### src/rtl/bca_pkg.sv
package bca_pkg;
   typedef enum logic [2:0] {
      ST_IDLE,
      ST_SETTLE,
      ST_RECHECK,
      ST_BACKOFF,
      ST_OWNED
   } bca_state_e;
endpackage

### src/rtl/bca_us_tick.sv
module bca_us_tick #(
   parameter int CYC_PER_US = 100
) (
   input  logic clk,
   input  logic rst_n,
   input  logic run_i,
   output logic tick_o
);
   localparam int CW = (CYC_PER_US > 1) ? $clog2(CYC_PER_US) : 1;
   localparam logic [CW-1:0] LAST = CW'(CYC_PER_US - 1);

   logic [CW-1:0] cnt_q;

   always_ff @(posedge clk or negedge rst_n) begin
      if (!rst_n)           cnt_q <= '0;
      else if (!run_i)      cnt_q <= '0;
      else if (cnt_q == LAST) cnt_q <= '0;
      else                  cnt_q <= cnt_q + 1'b1;
   end

   assign tick_o = run_i && (cnt_q == LAST);
endmodule

### src/rtl/bca_sync.sv
module bca_sync #(
   parameter int W      = 1,
   parameter int STAGES = 2
) (
   input  logic         clk,
   input  logic         rst_n,
   input  logic [W-1:0] d_i,
   output logic [W-1:0] q_o
);
   logic [W-1:0] stg_q [STAGES];

   for (genvar s = 0; s < STAGES; s++) begin : g_stage
      always_ff @(posedge clk or negedge rst_n) begin
         if (!rst_n) stg_q[s] <= '1;
         else if (s == 0) stg_q[s] <= d_i;
         else stg_q[s] <= stg_q[(s > 0) ? s - 1 : 0];
      end
   end

   assign q_o = stg_q[STAGES-1];
endmodule

### src/rtl/bca_fsm.sv
module bca_fsm
   import bca_pkg::*;
#(
   parameter int SLEW_US    = 10,
   parameter int RECHECK_US = 2000,
   parameter int BACKOFF_US = 3000,
   parameter int GIVEUP_US  = 50000
) (
   input  logic clk,
   input  logic rst_n,
   input  logic tick_i,
   input  logic contend_i,
   input  logic req_i,
   input  logic rel_i,
   output logic run_o,
   output logic claim_n_o,
   output logic grant_o,
   output logic timeout_o
);
   localparam int MAXPH = (SLEW_US > RECHECK_US) ?
                          ((SLEW_US > BACKOFF_US) ? SLEW_US : BACKOFF_US) :
                          ((RECHECK_US > BACKOFF_US) ? RECHECK_US : BACKOFF_US);
   localparam int PW = $clog2(MAXPH + 1);
   localparam int DW = $clog2(GIVEUP_US + 1);
   localparam logic [PW-1:0] S_LAST = PW'(SLEW_US - 1);
   localparam logic [PW-1:0] R_LAST = PW'(RECHECK_US - 1);
   localparam logic [PW-1:0] B_LAST = PW'(BACKOFF_US - 1);
   localparam logic [DW-1:0] D_LAST = DW'(GIVEUP_US - 1);

   bca_state_e    st_q;
   logic [PW-1:0] ph_q;
   logic [DW-1:0] dl_q;
   logic          claim_n_q;
   logic          err_q;
   logic [PW-1:0] ph_last;

   always_comb begin
      unique case (st_q)
         ST_SETTLE:  ph_last = S_LAST;
         ST_RECHECK: ph_last = R_LAST;
         default:    ph_last = B_LAST;
      endcase
   end

   always_ff @(posedge clk or negedge rst_n) begin
      if (!rst_n) begin
         st_q      <= ST_IDLE;
         ph_q      <= '0;
         dl_q      <= '0;
         claim_n_q <= 1'b1;
         err_q     <= 1'b0;
      end else begin
         err_q <= 1'b0;
         unique case (st_q)
            ST_IDLE: begin
               if (req_i) begin
                  st_q      <= ST_SETTLE;
                  claim_n_q <= 1'b0;
                  ph_q      <= '0;
                  dl_q      <= '0;
               end
            end
            ST_OWNED: begin
               if (rel_i) begin
                  st_q      <= ST_IDLE;
                  claim_n_q <= 1'b1;
               end
            end
            default: begin
               if (rel_i) begin
                  st_q      <= ST_IDLE;
                  claim_n_q <= 1'b1;
               end else if (tick_i) begin
                  if (dl_q == D_LAST) begin
                     st_q      <= ST_IDLE;
                     claim_n_q <= 1'b1;
                     err_q     <= 1'b1;
                  end else begin
                     dl_q <= dl_q + 1'b1;
                     if (ph_q == ph_last) begin
                        ph_q <= '0;
                        unique case (st_q)
                           ST_SETTLE:  st_q <= contend_i ? ST_RECHECK : ST_OWNED;
                           ST_RECHECK: begin
                              if (contend_i) begin
                                 st_q      <= ST_BACKOFF;
                                 claim_n_q <= 1'b1;
                              end else begin
                                 st_q <= ST_OWNED;
                              end
                           end
                           default: begin
                              st_q      <= ST_SETTLE;
                              claim_n_q <= 1'b0;
                           end
                        endcase
                     end else begin
                        ph_q <= ph_q + 1'b1;
                     end
                  end
               end
            end
         endcase
      end
   end

   assign run_o     = (st_q == ST_SETTLE) || (st_q == ST_RECHECK) || (st_q == ST_BACKOFF);
   assign grant_o   = (st_q == ST_OWNED);
   assign claim_n_o = claim_n_q;
   assign timeout_o = err_q;
endmodule

### src/rtl/bus_claim_arbiter.sv
module bus_claim_arbiter #(
   parameter int CLK_HZ      = 100_000_000,
   parameter int N_OTHERS    = 1,
   parameter int SYNC_STAGES = 2,
   parameter int SLEW_US     = 10,
   parameter int RECHECK_US  = 2000,
   parameter int BACKOFF_US  = 3000,
   parameter int GIVEUP_US   = 50000
) (
   input  logic                clk,
   input  logic                rst_n,
   input  logic                req_i,
   input  logic                rel_i,
   input  logic [N_OTHERS-1:0] other_claim_n_i,
   output logic                claim_n_o,
   output logic                grant_o,
   output logic                timeout_o
);
   localparam int CYC_PER_US = CLK_HZ / 1_000_000;

   if (CYC_PER_US < 1) begin : g_bad_clk
      $error("CLK_HZ must be at least 1 MHz");
   end
   if (N_OTHERS < 1) begin : g_bad_n
      $error("N_OTHERS must be at least 1");
   end
   if (SYNC_STAGES < 2) begin : g_bad_sync
      $error("SYNC_STAGES must be at least 2");
   end
   if (SLEW_US < 1 || RECHECK_US < 1 || BACKOFF_US < 1) begin : g_bad_dly
      $error("all delays must be at least 1 us");
   end
   if (GIVEUP_US <= SLEW_US) begin : g_bad_giveup
      $error("GIVEUP_US must exceed SLEW_US");
   end

   logic [N_OTHERS-1:0] others_s;
   logic                tick;
   logic                run;
   logic                contend;

   bca_sync #(.W(N_OTHERS), .STAGES(SYNC_STAGES)) u_sync (
      .clk   (clk),
      .rst_n (rst_n),
      .d_i   (other_claim_n_i),
      .q_o   (others_s)
   );

   assign contend = ~&others_s;

   bca_us_tick #(.CYC_PER_US(CYC_PER_US)) u_tick (
      .clk    (clk),
      .rst_n  (rst_n),
      .run_i  (run),
      .tick_o (tick)
   );

   bca_fsm #(
      .SLEW_US    (SLEW_US),
      .RECHECK_US (RECHECK_US),
      .BACKOFF_US (BACKOFF_US),
      .GIVEUP_US  (GIVEUP_US)
   ) u_fsm (
      .clk       (clk),
      .rst_n     (rst_n),
      .tick_i    (tick),
      .contend_i (contend),
      .req_i     (req_i),
      .rel_i     (rel_i),
      .run_o     (run),
      .claim_n_o (claim_n_o),
      .grant_o   (grant_o),
      .timeout_o (timeout_o)
   );
endmodule

### config.mk
export PLATFORM = sky130hd
export DESIGN_NAME = bus_claim_arbiter
export DESIGN_NICKNAME = d
export VERILOG_FILES = /design/src/rtl/bca_pkg.sv /design/src/rtl/bca_us_tick.sv /design/src/rtl/bca_sync.sv /design/src/rtl/bca_fsm.sv /design/src/rtl/bus_claim_arbiter.sv
export SDC_FILE = /design/constraint.sdc
export NUM_CORES = 1
export LEC_CHECK = 0
export BUFFER_PORTS_ARGS = -buffer_cell sky130_fd_sc_hd__buf_2
export CORE_UTILIZATION = 40
export DETAILED_ROUTE_END_ITERATION = 8
export PLACE_DENSITY = 0.63
export SETUP_SLACK_MARGIN = 0.2
export SLEW_MARGIN = 5
export SYNTH_ARGS = -nofsm -noshare
export SYNTH_HDL_FRONTEND = slang
export SYNTH_SLANG_ARGS = --single-unit
### constraint.sdc
create_clock -name clk -period 2 [get_ports clk]
set_clock_uncertainty 0.2 [all_clocks]
set_input_delay 0.1 -clock clk [delete_from_list [all_inputs] [get_ports clk]]
set_output_delay 0.1 -clock clk [all_outputs]
set_load 0.02 [all_outputs]
==> flow_summary_export.csv, run 1 <==
group,metric,value,unit
run_status,status,"complete, but fails checks",
run_status,violations,"negative setup slack",
hold_path,min_path_type,"in -> reg",
cts,h-tree-depth,2,
grt,grt_pass1_wl,10200,um
worst_setup_path,slowest_delay,0.58,ns
final_layout,drive_gt1_frac,0.436,
synth,synth_cell_types,57,
pwr,p_leak,0.00156,uW
floorplan,rows,28,
timing,period_share,1.08,
synth,ys_ff_latch,42,
final_layout,final_util,0.585,
detailed_routing,vias_per_cell,5.34,
cts,path_clk_slew,0.09,ns
grt,grt_max_degree,26,
floorplan,ios,8,
timing,layout_setup_ws,-0.159,ns
final_layout,final_common_cell,"buf_4",
synth,async_flop_share,1.00,
timing,max_freq,463,MHz
worst_setup_path,critPathTopFamily,"simple AND/OR/NAND/NOR gates",
detailed_routing,drc_errors,0,
synth,seq_area_frac_synth,0.432,
synth,syn-instance-count,250,
cts,clock-sinks,42,
floorplan,die_h,80.1,um
synth,synth_edf_count,0,
detailed_routing,routed_wl,6140,um
final_layout,nNetsFinal,333,
placement,dp_cells,374,
worst_setup_path,cpMaxStageDelayCell,"or4b_4",
cts,cts_buffer_depth,2,
detailed_routing,post_drt_wl_per_cell,15.3,um
worst_setup_path,cp-end-kind,"register",
floorplan,die_w,80.1,um
run,drv_cap,0,
final_layout,area_growth,41.9,%
worst_setup_path,worst-setup-path-type,"reg -> reg",
final_layout,mostFrequentLayoutCells,"60 x buf_4, 36 x dfrtp_1, 34 x nor2_1",
detailed_routing,vias,2143,
final_layout,design_area,3460,um^2
synth,yosysWarningCount,0,
worst_setup_path,crit_buf_inv,2,
detailed_routing,dr.first_iter.drc_count,158,
synth,syn_nets,258,
pwr,peakVddDrop,0.405,mV
grt,first_global_vias,2146,
final_layout,stdcell_count,401,
worst_setup_path,cp_cell_sequence,"or4b_4, nor2_8, nand3_4, buf_4, buf_6, nor2_4, xnor2_2, nor2_1",
timing,hold_viol_final,0,
detailed_routing,antenna_left,0,
placement,placed_cell_area,2980,um^2
worst_setup_path,start_kind,"register",
cts,numCtsBuffers,5,
placement,io_buffers,7,
grt,antenna_found_initial,0,
worst_setup_path,cp_max_fo,6,
floorplan,die_area,6420,um^2
synth,synth_area,2440,um^2
placement,dp_slack,-0.235,ns
cts,clock-root-buffer,"clkbuf_8",
floorplan,start_util,0.413,
final_layout,regArea,1060,um^2
timing,post-route-min-period,2.16,ns
worst_setup_path,crit_arrival,2.14,ns
final_layout,multi_input_area,1600,um^2
final_layout,diodes,0,
synth,synth-main-ff-cell,"dfrtp_1",
grt,grt_usage,0.209,
synth,avgSynthCellArea,9.77,um^2
cts,worst_skew_pair.late_latency,0.30,ns
timing,hold_ws,0.0317,ns
timing,rsz0062_at_grt,"true",
timing,finalSetupViolCount,32,
placement,gp_congestion,0.798,
pwr,powerDensity,640,nW/um^2
timing,relSlewSlack,0.678,
cts,cts_tree,"done",
final_layout,nFillCells,486,
worst_setup_path,required,1.98,ns
timing,drv_slew,0,
timing,tightest_slew,0.481,ns
placement,dp.final_hpwl,3980,um
floorplan,core_area,5920,um^2
grt,grt_overflow_total,0,
detailed_routing,dr.pass1.iters,4,
cells by family after synthesis:
| logic type | after synthesis | share of synthesized area |
|---|---|---|
| adders and majority gates | 3 | 0.0154 |
| xor gates and xnor gates | 29 | 0.104 |
| and+or+nand+nor | 134 | 0.334 |
| buffers and inverters | 13 | 0.0307 |
| DFF | 42 | 0.432 |
| AOI/OAI and AO/OA | 28 | 0.0804 |
| muxes | 1 | 0.00410 |
per-layer routing:
layer | vias up | GRT usage | share of wire
met5 | - | 0 | 0
met4 | 0 | 0.0625 | 0.011
met3 | 6 | 0.0398 | 0.030
met2 | 37 | 0.342 | 0.50
met1 | 1065 | 0.279 | 0.46
li1 | 1035 | - | -
final timing paths:
kind,start,end,slack [ns],depth (start not counted)
hold / removal,rel_i,u_fsm.st_q[2],0.03,4
setup reg to reg,u_tick.cnt_q[3],u_fsm.dl_q[4],-0.16,8
max in group asynchronous,rst_n,u_sync.q_o,0.97,3
min in group asynchronous,rst_n,u_fsm.ph_q[0],0.08,2
setup / recovery,u_tick.cnt_q[3],u_fsm.dl_q[4],-0.16,8
hold reg to reg,u_sync.stg_q[1],u_sync.q_o,0.15,0
stage by stage:
| stage | TNS [ns] | total power, uW |
|---|---|---|
| after floorplan | -0.584 | 1300 |
| after global placement | -4.32 | 1480 |
| after detailed placement | -4.92 | 1490 |
| after CTS | -3.90 | 2150 |
| after global routing | -6.00 | 2330 |
| final | -3.00 | 2220 |
sequential cells by signal (all words and copies together), names as in the netlist:
name	count
u_fsm.dl_q	16
u_sync.q_o	1
u_fsm.ph_q	12
u_fsm.claim_n_o	1
u_sync.stg_q	1
u_fsm.st_q	3
u_tick.cnt_q	7
u_fsm.timeout_o	1
power by group:
| group | internal (uW) | switching (uW) | leakage, uW |
|---|---|---|---|
| Combinational | 318 | 366 | 0.000938 |
| Sequential | 898 | 48.6 | 0.000569 |
| Clock | 279 | 307 | 0.0000482 |
Yosys cell counts, drive strengths merged, types with 2 or more instances:
cell type  number  area (um^2)
dfstp           3         78.8
and2            2         12.5
xor2           10         87.6
nand2b          3         18.8
a31oi           3         33.8
nor4b           3         38.8
o22ai           2         12.5
ha              3         37.5
dfrtp          39          976
nand2          20         75.1
or3             3         20.0
nand4           6         43.8
nor4            8         90.1
and3            6         37.5
a21oi           6         30.0
xnor2          19          166
buf             7         52.5
and4bb          2         25.0
nor3           10         86.3
nor2           42          174
or2             2         12.5
nor3b           6         50.1
o21ai           8         43.8
clkbuf          5         18.8
nand3          16         85.1
worst reg2reg max path: stages, from the launching register on:
cell,delay (ns)
dfrtp_1,0.38
or4b_4,0.58
nor2_8,0.18
nand3_4,0.15
buf_4,0.17
buf_6,0.11
nor2_4,0.09
xnor2_2,0.12
nor2_1,0.06
final cells by class:
type,count,share of cell area
Multi-Input combinational cell,197,0.460
Sequential cell,42,0.306
Timing Repair Buffer,78,0.179
Tap cell,75,0.0271
Clock buffer,7,0.0249
Clock inverter,1,0.00144
Inverter,1,0.00108
repair_timing:
| item | CTS | global route |
|---|---|---|
| gates resized for setup | 27 | 24 |
| setup buffers | 3 | 12 |
| hold buffers | 2 | 0 |
| cloned | 2 | 0 |
| pin swaps | 24 | 17 |
| endpoints found under the setup margin | 39 | 40 |
| hold endpoints to repair | 41 | 0 |
(Power assumes the default switching activity.)
==> inputs of run 2 (changes only) <==
Settings changed: SETUP_SLACK_MARGIN 0.2 to 0.15.
==> flow_summary_export.csv, run 2 (same netlist as run 1, synthesis figures left out) <==
group,metric,value,unit
timing,relSlewSlack,0.526,
detailed_routing,post_drt_wl_per_cell,14.5,um
cts,cts_buffer_depth,2,
final_layout,largest_register_ffs,16,
detailed_routing,dr.first_iter.drc_count,108,
floorplan,ios,8,
detailed_routing,vias_per_cell,5.19,
timing,rsz0062_at_grt,"true",
pwr,p_sw_frac,0.301,
pwr,p_switching,668,uW
floorplan,die_h,80.1,um
pwr,p_comb_frac,0.268,
run,drv_cap,0,
detailed_routing,drc_errors,0,
grt,grt_usage,0.203,
timing,drv_slew,0,
cts,cts_tree,"done",
detailed_routing,routed_wl,5780,um
pwr,internal_power,1550,uW
final_layout,top_register,"u_fsm.dl_q",
worst_setup_path,r2r_cells,7,
detailed_routing,antenna_left,0,
timing,layout_setup_ws,-0.145,ns
floorplan,rows,28,
timing,period_share,1.07,
final_layout,diodes,0,
worst_setup_path,start_kind,"register",
timing,tightest_slew,0.710,ns
pwr,p_leak,0.00147,uW
pwr,peakVddDrop,0.340,mV
pwr,clkPwrFrac,0.302,
final_layout,reg_top3,"u_fsm.dl_q (16), u_fsm.ph_q (12), u_tick.cnt_q (7)",
placement,dp.final_hpwl,4120,um
cts,numCtsBuffers,5,
grt,grt_overflow_total,0,
final_layout,final_util,0.551,
floorplan,die_area,6420,um^2
grt,first_global_vias,2132,
timing,max_freq,466,MHz
placement,gp_congestion,0.815,
cts,clock-sinks,42,
timing,finalSetupViolCount,27,
placement,dp_slack,-0.191,ns
cts,clock-root-buffer,"clkbuf_8",
final_layout,final_common_cell,"buf_4",
worst_setup_path,cp-end-kind,"register",
grt,grt_pass1_wl,9890,um
detailed_routing,vias,2064,
worst_setup_path,required,1.97,ns
worst_setup_path,crit_arrival,2.12,ns
detailed_routing,dr.pass1.iters,4,
hold_path,min_path_type,"in -> reg",
pwr,power,2220,uW
timing,post-route-min-period,2.14,ns
cts,h-tree-depth,2,
timing,hold_viol_final,0,
floorplan,die_w,80.1,um
final_layout,mostFrequentLayoutCells,"65 x buf_4, 38 x nor2_1, 36 x dfrtp_1",
pwr,p_seq_frac,0.430,
pwr,powerDensity,679,nW/um^2
cts,worst_skew_pair.late_latency,0.30,ns
floorplan,core_area,5920,um^2
run_status,status,"complete, but fails checks",
timing,hold_ws,0.0383,ns
worst_setup_path,worst-setup-path-type,"reg -> reg",
cts,path_clk_slew,0.08,ns
grt,grt_max_degree,32,
final_layout,nNetsFinal,330,
run_status,violations,"negative setup slack",
final_layout,drive_gt1_frac,0.396,
final_layout,area_growth,33.6,%
hold_path,whs_path_depth,4,
worst_setup_path,cp_max_fo,6,
floorplan,start_util,0.413,
placement,io_buffers,7,
grt,antenna_found_initial,0,
## run 2: power by group through the flow
stage	registers (uW)	logic (uW)	clock network, uW
finish	953	593	670
CTS	954	575	691
global placement	960	513	0
global route	961	644	729
detailed placement	967	521	0
floorplan	951	345	0
## run 2: final cells by class
class	count	area (um^2)
clock buffer	7	76.3
clock inverter	1	30.0
fill	536	2660
inverter	1	3.75
multi-input combinational	196	1440
sequential	42	1060
tap	75	93.8
timing repair buffer	76	566
## run 2: timing repair
action / 4_1_cts / 5_1_grt
setup buffers: 4 / 2
cloned: 1 / 0
hold buffers: 2 / 0
endpoints found under the hold margin: 28 / 0
pin swaps: 4 / 3
resized for setup: 12 / 8
setup endpoints to repair: 39 / 39
## run 2: metal layers
layer / vias to the layer above / track usage / part of all wire
li1: 1025 / - / -
met3: 8 / 0.0273 / 0.026
met2: 30 / 0.338 / 0.48
met5: - / 0 / 0
met4: 0 / 0.0804 / 0.018
met1: 1001 / 0.264 / 0.47
## run 2: worst paths after layout
kind	from	to	slack, ns
min in group asynchronous	rst_n	u_tick.cnt_q[1]	0.18
min reg2reg	u_sync.stg_q[1]	u_sync.q_o	0.16
max in group asynchronous	rst_n	u_fsm.dl_q[13]	0.77
max	u_tick.cnt_q[3]	u_fsm.ph_q[8]	-0.14
max reg2reg	u_tick.cnt_q[3]	u_fsm.ph_q[8]	-0.14
min	rel_i	u_fsm.timeout_o	0.04
## run 2: stage by stage
stage,instances,TNS [ns],area (um^2)
finish,398,-2.65,3260
global route,398,-4.95,3260
CTS,396,-2.68,3210
detailed placement,381,-3.10,3010
global placement,381,-2.49,3010
floorplan,250,-0.584,2520
## run 2: worst max-delay path, stage by stage, from the launching register on
cell	delay, ns
dfrtp_1	0.38
or4b_4	0.58
nor2_8	0.14
a31oi_4	0.16
buf_6	0.18
nor3b_2	0.19
xnor2_1	0.14
nor2_1	0.05
